==> src/rtl/cr_timer16.sv <==
module cr_timer16 #(
  parameter int SYNC_DEPTH = 2
) (
  input  logic       clk,
  input  logic       rst_n,
  input  logic [2:0] addr,
  input  logic       wr_en,
  input  logic [7:0] wdata,
  output logic [7:0] rdata,
  input  logic       tick_i,
  input  logic       ext_cnt_i,
  input  logic       ext_trig_i,
  input  logic       other_rx_clk_i,
  input  logic       other_tx_clk_i,
  input  logic       irq_en_i,
  output logic       irq_o,
  output logic       rx_baud_o,
  output logic       tx_baud_o
);

  localparam int SW = SYNC_DEPTH + 1;

  logic [15:0]   cnt, cap;
  logic          tf, exf, rsel, tsel, exen, run, csrc, cmode;
  logic          ovf_q;
  logic [SW-1:0] cs, ts;

  always_ff @(posedge clk or negedge rst_n)
    if (!rst_n) begin
      cs <= '0;
      ts <= '0;
    end else begin
      cs <= {cs[SW-2:0], ext_cnt_i};
      ts <= {ts[SW-2:0], ext_trig_i};
    end

  wire cfall    = cs[SW-1] & ~cs[SW-2];
  wire tfall    = ts[SW-1] & ~ts[SW-2];
  wire baud     = rsel | tsel;
  wire step     = run & (csrc ? cfall : tick_i);
  wire ovf      = step & (cnt == 16'hFFFF);
  wire trig     = exen & tfall;
  wire trig_rld = trig & ~baud & ~cmode;
  wire trig_cap = trig & ~baud & cmode;
  wire ctrl_wr  = wr_en & (addr == 3'd0);
  wire cl_wr    = wr_en & (addr == 3'd1);
  wire ch_wr    = wr_en & (addr == 3'd2);
  wire pl_wr    = wr_en & (addr == 3'd3);
  wire ph_wr    = wr_en & (addr == 3'd4);

  always_ff @(posedge clk or negedge rst_n)
    if (!rst_n) cnt <= '0;
    else if (cl_wr) cnt[7:0] <= wdata;
    else if (ch_wr) cnt[15:8] <= wdata;
    else if (trig_rld || (ovf && (baud || !cmode))) cnt <= cap;
    else if (step) cnt <= cnt + 16'd1;

  always_ff @(posedge clk or negedge rst_n)
    if (!rst_n) cap <= '0;
    else if (pl_wr) cap[7:0] <= wdata;
    else if (ph_wr) cap[15:8] <= wdata;
    else if (trig_cap) cap <= cnt;

  always_ff @(posedge clk or negedge rst_n)
    if (!rst_n) begin
      {tf, exf, rsel, tsel, exen, run, csrc, cmode} <= '0;
      ovf_q <= 1'b0;
    end else begin
      if (ctrl_wr) {rsel, tsel, exen, run, csrc, cmode} <= wdata[5:0];
      tf    <= (ctrl_wr ? wdata[7] : tf) | (ovf & ~baud);
      exf   <= (ctrl_wr ? wdata[6] : exf) | trig;
      ovf_q <= ovf & baud;
    end

  always_comb
    case (addr)
      3'd0:    rdata = {tf, exf, rsel, tsel, exen, run, csrc, cmode};
      3'd1:    rdata = cnt[7:0];
      3'd2:    rdata = cnt[15:8];
      3'd3:    rdata = cap[7:0];
      3'd4:    rdata = cap[15:8];
      default: rdata = 8'h00;
    endcase

  assign rx_baud_o = rsel ? ovf_q : other_rx_clk_i;
  assign tx_baud_o = tsel ? ovf_q : other_tx_clk_i;
  assign irq_o     = irq_en_i & (tf | exf);

  AST_STOPPED_HOLD: assert property (@(posedge clk) disable iff (!rst_n)
    (!run && !cl_wr && !ch_wr && !trig_rld) |=> $stable(cnt));
  AST_OVF_RELOAD: assert property (@(posedge clk) disable iff (!rst_n)
    (ovf && !cmode && !cl_wr && !ch_wr && !pl_wr && !ph_wr) |=> cnt == $past(cap));
  AST_OVF_WRAP: assert property (@(posedge clk) disable iff (!rst_n)
    (ovf && cmode && !baud && !cl_wr && !ch_wr) |=> cnt == 16'h0000);
  AST_CAPTURE: assert property (@(posedge clk) disable iff (!rst_n)
    (trig_cap && !pl_wr && !ph_wr) |=> cap == $past(cnt));
  AST_EXT_IGNORED: assert property (@(posedge clk) disable iff (!rst_n)
    (!exen && !exf && !ctrl_wr) |=> !exf);
  AST_BAUD_NO_FLAG: assert property (@(posedge clk) disable iff (!rst_n)
    (baud && !tf && !ctrl_wr) |=> !tf);
  AST_IRQ_GATED: assert property (@(posedge clk) disable iff (!rst_n)
    !irq_en_i |-> !irq_o);

endmodule

==> config.mk <==
export PLATFORM = sky130hd
export DESIGN_NAME = cr_timer16
export DESIGN_NICKNAME = d
export VERILOG_FILES = /design/src/rtl/cr_timer16.sv
export SDC_FILE = /design/constraint.sdc
export NUM_CORES = 1
export LEC_CHECK = 0
export ABC_AREA = 0
export CORE_UTILIZATION = 55
export DETAILED_ROUTE_END_ITERATION = 8
export HOLD_SLACK_MARGIN = 0.06
export PLACE_DENSITY_LB_ADDON = 0.3
export RECOVER_POWER = 50
export REMOVE_ABC_BUFFERS = 1
export SYNTH_ARGS = -nofsm -noshare
export SYNTH_HDL_FRONTEND = slang
export SYNTH_SLANG_ARGS = --single-unit
==> constraint.sdc <==
create_clock -name clk -period 2.4 [get_ports clk]
set_clock_uncertainty 0.1 [all_clocks]
set_input_delay 0.36 -clock clk [delete_from_list [all_inputs] [get_ports clk]]
set_output_delay 0.36 -clock clk [all_outputs]
set_load 0.02 [all_outputs]
### Yosys cells after proc, flatten, opt, wreduce, memory -nomap -nowiden

Index checks and enable logic that the tools add are counted.
W data, S select, Z words.

* register bits: 47
* input port bits: 20

* add/subtract/negate cells: 1
* eq/ne operators: 7
* muxes and demuxes: 15
* bitwise gates (word level): 26
* reductions and logical operators: 13

Operators by type and width (number)
* $mux W16: 3
* $mux W8: 6
* $pmux W8 S5: 1
* $add A16 B1 Y16 const B: 1
* $and A1 B1 Y1: 16
* $eq A16 B16 Y1 const B: 1
* $reduce_and A2 Y1: 4
* $eq A3 B2 Y1 const B: 2
* $not A1 Y1: 6
* $reduce_bool A3 Y1: 2
* $mux W1: 5
* $ne A2 B2 Y1 const B: 2
* $or A1 B1 Y1: 4
* $reduce_bool A2 Y1: 2
* $eq A3 B1 Y1 const B: 1
* $eq A3 B3 Y1 const B: 1
* $logic_not A3 Y1: 1
* $logic_or A1 B1 Y1: 2
* $logic_and A1 B1 Y1: 1
* $logic_not A1 Y1: 1

### Longest topological paths before layout

Gate-level depths: netlist of run 1.

* word-level depth: 10
* mapped depth: 7
* mapped depth without buffers: 6

### Least setup slack after synthesis of run 1

No wires, ideal clock.

* kind: flip-flop to flip-flop
* start: reg cnt[0]
* end: reg cnt[11]
* library setup time: 132 ps
* data arrival time: 1715 ps
* setup slack: 453 ps
* cell stages (with the launch flop): 8
* clock period less this slack: 1947 ps
* cells stage by stage: dfrtp_1 ha_1 and2_0 clkbuf_1 a41oi_4 buf_6 mux2i_1 o21ai_1

* word-level cells in the longest chain between the ends: 6
* elaborated cells between the ends (all ways): 10
* classes of those cells: add/sub (1); eq/ne (1); mux (3); bitwise (1); reduce/logical (4)

RTL lines
* from (decl): line 23 `logic [15:0] cnt, cap;`
* from (signal assigned): line 53 `else if (cl_wr) cnt[7:0] <= wdata;`
* from (signal assigned): line 55 `else if (trig_rld || (ovf && (baud || !cmode))) cnt <= cap;`
* from (signal assigned): line 56 `else if (step) cnt <= cnt + 16'd1;`
* parallel branches: the longest is 6 deep, another holds $add A16 B1 Y16

Several ways; the timed one is not identified. The select of a mux whose other input is x is not followed.
A chain may end at the register's enable or synchronous reset.

### Worst setup path after layout of run 1

* start: in addr[1]
* end: out rdata[5]

* word-level cells in the longest chain between the ends: 2
* elaborated cells between the ends (all ways): 6
* classes of those cells: eq/ne (4); mux (1); reduce/logical (1)

RTL lines
* from (decl): line 6 `input logic [2:0] addr,`
* $eq A3 B3 Y1, or another cell as far along: line 76 `case (addr)`
* $pmux W8 S5 (*): line 76
* to (decl): line 9 `output logic [7:0] rdata,`

Mark *: on every way between the ends. The rest lies on a longest branch, timed or not.

==> results of run 1 <==
[critical path, delay by kind of cell]
family                 cells  cell delay (ps)
AND/OR/NAND/NOR            1              160
AO/OA/AOI/OAI              2              260
buffers and inverters      4             1130
[synth_stat cells, types with 2 or more instances]
library cell,count,area [µm²]
nor2_1,21,78.8
clkbuf_1,2,7.51
a21oi_2,2,17.5
nor2_2,2,12.5
nor3b_1,2,15.0
and3_1,2,12.5
buf_2,11,55.1
mux2i_1,40,400
nand3_1,4,20.0
nor3_1,3,15.0
dfrtp_1,47,1180
a21oi_1,13,65.1
xnor2_1,5,43.8
a22oi_1,14,105
buf_6,2,22.5
mux2_2,25,282
nand2b_1,3,18.8
nand4_1,3,18.8
nor4_1,3,18.8
nand4_2,2,25.0
o21ai_1,10,50.1
nand3b_1,3,22.5
nand2_1,8,30.0
o22ai_1,7,43.8
o21ai_0,7,35.0
xor2_1,10,87.6
[kinds of logic after synthesis]
| group | after synthesis | synth area share [%] |
|---|---|---|
| AO/OA/AOI/OAI | 65 | 15.5 |
| adder cells (fa/ha/maj) | 1 | 0.418 |
| AND/OR/NAND/NOR | 66 | 13.4 |
| buffers and inverters | 18 | 3.35 |
| multiplexers | 66 | 23.6 |
| flip-flops | 47 | 39.3 |
| XOR/XNOR | 15 | 4.39 |
[repair_timing]
item	CTS	global route
endpoints found under the hold margin	22	0
resized for setup	9	7
setup endpoints to repair	8	7
hold buffers	1	0
[cell type report]
| type | count | area (µm²) | share of cell area, % |
|---|---|---|---|
| Sequential cell | 47 | 1180 | 32.2 |
| Timing Repair Buffer | 64 | 558 | 15.3 |
| Clock buffer | 5 | 68.8 | 1.88 |
| Tap cell | 70 | 87.6 | 2.40 |
| Clock inverter | 3 | 47.5 | 1.30 |
| Multi-Input combinational cell | 213 | 1710 | 46.9 |
| Inverter | 1 | 3.75 | 0.103 |
[per-stage QoR]
stage               hold slack, ps  worst slack [ps]  utilization, %  total power [W]
floorplan                    -35.6             -17.3               -          0.00217
global placement               232              -232            68.6          0.00264
detailed placement             237              -241            68.6          0.00269
CTS                            259              1.91            70.9          0.00327
global route                   269             -61.7            70.7          0.00347
finish                         256              27.1            70.7          0.00327
[per-layer routing]
| metal | vias to the layer above | routed length [µm] |
|---|---|---|
| met2 | 84 | 3890 |
| met4 | 0 | 275 |
| met5 | - | 0 |
| li1 | 1140 | - |
| met3 | 27 | 354 |
| met1 | 1242 | 3300 |
[layout by cell type (no fill, tap or decap), types with 8 or more instances in the layout]
cell and count:
dfrtp_1 47, mux2i_1 40, buf_4 31, mux2_2 25, nor2_1 21, clkdlybuf4s50_1 19
a22oi_1 14, a21oi_1 13, xor2_1 10, o21ai_1 10, nand2_1 8
[report_power, final]
group / total (W) / internal, W / switching [W]
combinational: 0.00119 / 0.000625 / 0.000563
clock: 0.000593 / 0.000316 / 0.000278
sequential: 0.00149 / 0.00107 / 0.000419
[state kept, by name (all words and copies together), names as in the netlist, 3 cells and up]
| signal | count |
|---|---|
| cap | 16 |
| cnt | 16 |
| ts | 3 |
| cs | 3 |
[worst max path at each step]
| stage | slack, ps | depth (start not counted) | endpoint |
|---|---|---|---|
| finish | 30 | 7 | rdata[5] |
| global route | -60 | 7 | rdata[2] |
| CTS | 2 | 4 | rdata[0] |
| detailed placement | -240 | 4 | rdata[0] |
| global placement | -230 | 7 | rdata[4] |
| floorplan | -20 | 4 | cap[10] |
==> results.md, run 1 <==
| Parameter | Reported | Unit |
| --- | --- | --- |
| Status | complete, no violations | - |
| Via count of the first global-routing pass | 2537 | - |
| Pins over their slew limit | 0 | - |
| Buffers inserted during post-CTS setup optimization | 0 | - |
| Peak fanout along the critical path | 6 | - |
| Number of filler cells placed in the layout | 391 | - |
| Cell area after synthesis | 0.00299 | mm² |
| Hold Path End | ts[1] | - |
| Final Instance Count excl. Fillers | 403 | - |
| Cell total after placement | 394 | - |
| Critical Path RT | 1940 | ps |
| Min cycle time layout | 2370 | ps |
| Flip-flop and latch count after synthesis | 47 | - |
| TNS Setup | 0 | ps |
| Maximum achievable frequency | 421 | MHz |
| Warnings from Yosys | 0 | - |
| Fraction of the yosys area taken by sequential cells | 39.3 | % |
| Fraction of synthesis flops using an asynchronous set or reset pin | 100 | % |
| Global-route track usage on met3 | 6.48 | % |
| Total track usage | 30.4 | % |
| Count of routing violations after the opening detailed-route iteration | 204 | - |
| Remaining DRCs | 0 | - |
| Critical path class | input port to output pin | - |
| Number of antenna-violating nets in the routed design | 0 | - |
| CP Cell Sequence | clkdlybuf4s50_1, buf_4, nor2b_1, buf_4, a21oi_1, o22ai_1, dlygate4sd2_1 | - |
| CTS clk-pin slew, worst paths | 90 | ps |
| Ratio of total power to cell area | 894 | mW/mm² |
| Growth of design area from synthesis to finish | 22.3 | % |
| Number of enable-type register cells in the synthesized netlist | 0 | - |
| Maximum clock insertion buffer count | 2 | - |
| Origin of the worst min-delay path | ts[0] | - |
| Source of the critical timing path | addr[1] | - |
| Die Outline Area | 0.00574 | mm² |
| Mapped Avg Cell Area | 10.8 | µm² |
| Vias after detailed routing | 2493 | - |
| Final #Nets | 353 | - |
| Delay of the slowest cell on the worst path | 430 | ps |
| Reg-to-reg critical path endpoint | cnt[2] | - |
| Maximum number of pins on one net before global-route repair | 26 | - |
| Non-Filler Cell Area, Final | 0.00366 | mm² |
| Launch point of the worst reg-to-reg path | cnt[1] | - |
| Overall routed net length | 7820 | µm |
| Floorplan core area | 0.00517 | mm² |
| Largest vdd supply drop | 0.672 | mV |
| GRT overflow | 0 | - |
| Clock latency on the worst-skew pair | 310 | ps |
| Share of post-route cells with drive strength above 1 | 26.7 | % |
| Crit path DAT | 1910 | ps |
| Number of clock buffers inserted by TritonCTS | 5 | - |
| Num rows | 26 | - |
| HPWL reported at the end of detailed placement | 5950 | µm |
| H-tree depth | 2 | - |
| Instance count along the most critical hold path | 0 | - |
| Class of the tightest hold or removal check | register to register | - |
| Number of maximum-capacitance constraint violations | 0 | - |
| Worst setup SP type | input port | - |
| Synth Instances | 278 | - |
| Post-route clock period utilization | 98.9 | % |
| Die span in x | 75.7 | µm |
| Initial core utilization | 57.8 | % |
| Library cells used by synthesis | 53 | - |
| Most numerous cell on the critical path | buf_4 | - |
| Gpl congestion | 0.961 | - |
| Slowest library cell on the worst path | clkdlybuf4s50_1 | - |
| Clock sink count | 47 | - |
| Endpoint kind of the worst setup timing path | output pin | - |
| Worst max-slew margin expressed relative to the limit | 6.37 | % |
| Transition at the pin with the smallest max-transition slack | 1400 | ps |
| Unrepaired setup endpoints after global routing | yes | - |
| GR peak layer | met2 | - |
| Diode count | 0 | - |
| Final hold violations | 0 | - |
| Via density per instance | 6.19 | - |
| Register-to-Register Setup Slack | 200 | ps |
| Number of antenna violations at the first check in global routing | 0 | - |
| Worst-case reg-to-reg path depth | 5 | - |
| Count of boundary I/O pins | 31 | - |
| Area after detailed placement | 0.00355 | mm² |
| Setup violators final | 0 | - |
| P_leak | 1.68 | nW |
| Grt met2 use | 51.7 | % |
| Wire length of the first global-routing pass | 12600 | µm |
| IO buf count | 30 | - |
| Wire length per cell after detailed routing | 19.4 | µm |
| Root Driver | clkbuf_8 | - |
| Global-route met1 utilization | 37.4 | % |
| Most used flip-flop cell after synthesis | dfrtp_1 | - |
| DIE HEIGHT | 75.7 | µm |
| Clock tree from TritonCTS | built | - |
| Number of detailed-route iterations in the first pass | 4 | - |
(Power assumes the default switching activity.)
==> run 2, diff against run 1 <==
--- a/config.mk
+++ b/config.mk
@@ -6,6 +6,7 @@
 export NUM_CORES = 1
 export LEC_CHECK = 0
 export ABC_AREA = 0
+export CAP_MARGIN = 5
 export CORE_UTILIZATION = 55
 export DETAILED_ROUTE_END_ITERATION = 8
 export HOLD_SLACK_MARGIN = 0.06
==> results of run 2 <==
Final layout, timing and power as in run 1 (identical DEF).
==> run 3, diff against run 2 <==
--- a/config.mk
+++ b/config.mk
@@ -7,7 +7,7 @@
 export LEC_CHECK = 0
 export ABC_AREA = 0
 export CAP_MARGIN = 5
-export CORE_UTILIZATION = 55
+export CORE_UTILIZATION = 40
 export DETAILED_ROUTE_END_ITERATION = 8
 export HOLD_SLACK_MARGIN = 0.06
 export PLACE_DENSITY_LB_ADDON = 0.3
==> results.md, run 3 (synthesis gave the netlist of run 1 again) <==
| Parameter | Reported | Unit | Change |
| --- | --- | --- | --- |
| Status | complete, no violations | - |  |
| DIE HEIGHT | 88.5 | µm | +17% |
| Number of antenna violations at the first check in global routing | 0 | - | unchanged |
| Post-route clock period utilization | 97.3 | % | -1.6 points |
| Critical Path RT | 1940 | ps | about the same |
| Die span in x | 88.5 | µm | +17% |
| CP Cell Sequence | clkdlybuf4s50_1, buf_12, nor2b_2, buf_4, a21oi_1, o22ai_1, dlygate4sd2_1 | - |  |
| Floorplan core area | 0.00725 | mm² | +40% |
| Diode count | 0 | - | unchanged |
| Maximum number of pins on one net before global-route repair | 48 | - | +85% |
| Initial core utilization | 41.2 | % | -17 points |
| Share of the core filled with cells in the final layout | 50.7 | % | -20 points |
| Root Driver | clkbuf_8 | - |  |
| Clock tree from TritonCTS | built | - |  |
| Count of boundary I/O pins | 31 | - | unchanged |
| Slowest library cell on the worst path | clkdlybuf4s50_1 | - |  |
| Worst-case reg-to-reg path depth | 7 | - | +2 |
| Overall routed net length | 7890 | µm | +0.88% |
| Peak fanout along the critical path | 8 | - | +2 |
| Final Worst Setup Slack | 65.4 | ps | +38.3 ps |
| Largest vdd supply drop | 0.517 | mV | -23% |
| Worst setup SP type | input port | - |  |
| Vias after detailed routing | 2414 | - | -3.2% |
| Launch point of the worst reg-to-reg path | cnt[0] | - |  |
| Buffers inserted during post-CTS setup optimization | 0 | - | unchanged |
| HPWL reported at the end of detailed placement | 5790 | µm | -2.8% |
| Gpl congestion | 0.891 | - | -7.3% |
| P_leak | 1.68 | nW | -0.42% |
| Wire length of the first global-routing pass | 12800 | µm | +1.3% |
| Reg-to-reg critical path endpoint | cnt[10] | - |  |
| Clock latency on the worst-skew pair | 310 | ps | about the same |
| CTS clk-pin slew, worst paths | 90 | ps | about the same |
| Class of the tightest hold or removal check | register to register | - |  |
| Number of maximum-capacitance constraint violations | 0 | - | unchanged |
| Clock sink count | 47 | - | unchanged |
| Delay of the slowest cell on the worst path | 450 | ps | +20 ps |
| Total Power | 0.00336 | W | +2.8% |
| Num rows | 31 | - | +19% |
| Worst max-slew margin expressed relative to the limit | 18.9 | % | +12 points |
| Wire length per cell after detailed routing | 18.5 | µm | -4.8% |
| Worst-case setup slack after placement | -386 | ps | -146 ps |
| Via density per instance | 5.65 | - | -8.6% |
| Ratio of total power to cell area | 914 | mW/mm² | +2.2% |
| Register-to-Register Setup Slack | 320 | ps | +120 ps |
| Final hold violations | 0 | - | unchanged |
| Critical path class | input port to output pin | - |  |
| Number of antenna-violating nets in the routed design | 0 | - | unchanged |
| Number of clock buffers inserted by TritonCTS | 5 | - | unchanged |
| Maximum clock insertion buffer count | 2 | - | unchanged |
| Transition at the pin with the smallest max-transition slack | 1220 | ps | -187 ps |
| Setup violators final | 0 | - | unchanged |
| Final #Nets | 348 | - | -1.4% |
| Non-Filler Cell Area, Final | 0.00368 | mm² | +0.55% |
| H-tree depth | 2 | - | unchanged |
| Unrepaired setup endpoints after global routing | no | - |  |
| Die Outline Area | 0.00783 | mm² | +36% |
| Count of routing violations after the opening detailed-route iteration | 136 | - | -33% |
| Crit path DAT | 1870 | ps | -40 ps |
| Most common cell after layout, fill and taps aside | dfrtp_1 | - |  |
| Source of the critical timing path | addr[1] | - |  |
| Area after detailed placement | 0.00356 | mm² | +0.18% |
| Total track usage | 22.1 | % | -8.3 points |
| Min cycle time layout | 2330 | ps | -38.3 ps |
| GRT overflow | 0 | - | unchanged |
| Share of post-route cells with drive strength above 1 | 27.4 | % | +0.71 points |
| Remaining DRCs | 0 | - | unchanged |
| Via count of the first global-routing pass | 2389 | - | -5.8% |
| Pins over their slew limit | 0 | - | unchanged |
| Growth of design area from synthesis to finish | 22.9 | % |  |
| CP Capture Point | rdata[7] | - |  |
| Number of detailed-route iterations in the first pass | 4 | - | unchanged |
| Leading cell types in the layout, fill and taps excluded | 47 x dfrtp_1, 40 x mux2i_1, 26 x buf_4 | - |  |
| IO buf count | 30 | - | unchanged |
| Maximum achievable frequency | 428 | MHz | +1.6% |
| Endpoint kind of the worst setup timing path | output pin | - |  |
| Largest registers in the final layout | cap (16), cnt (16) | - |  |
==> run 3: layout make-up <==
cell class	instances	area [µm²]
inverter	1	3.75
fill	695	3580
sequential	47	1180
clock buffer	5	68.8
multi-input combinational	213	1730
clock inverter	3	67.6
timing repair buffer	59	507
tap	99	124
==> run 3: stage by stage <==
stage | std cells | setup TNS [ps] | hold WS (ps)
2_1_floorplan | 261 | -138 | -35.6
4_1_cts | 427 | 0 | 70.1
5_1_grt | 427 | 0 | 261
3_5_place_dp | 419 | -4520 | 235
6_report | 427 | 0 | 254
3_3_place_gp | 419 | -4410 | 232
==> run 3: worst min-delay path by stage <==
stage,cells after the start,slack [ps],startpoint,end
2_1_floorplan,0,-40,rst_n,cap[0]
3_3_place_gp,0,230,cs[0],cs[1]
3_5_place_dp,0,230,ts[0],ts[1]
4_1_cts,2,70,rst_n,ts[2]
5_1_grt,0,260,ts[0],ts[1]
6_report,0,250,ts[0],ts[1]
==> run 3: power by group <==
part	leakage (nW)	switching, W	internal, W
Clock	0.0644	0.000286	0.000415
Combinational	1.04	0.000597	0.000634
Sequential	0.575	0.000358	0.00107
Total	1.68	0.00124	0.00212
==> run 3: worst max-delay path: cells and delay by family <==
kind            cells  cell delay, ps
simple gates        1             230
buf+inv             4            1120
compound gates      2             170
==> run 3: metal layers <==
| metal | share of wire, % | global-route usage (%) |
|---|---|---|
| met5 | 0 | 0 |
| met4 | 1.4 | 8.36 |
| met3 | 5.4 | 3.36 |
| met2 | 46 | 34.2 |
| met1 | 47 | 31.2 |
==> run 3: repair_timing <==
item,4_1_cts,5_1_grt
endpoints found under the setup margin,8,13
resized for setup,11,10
hold buffers,0,0
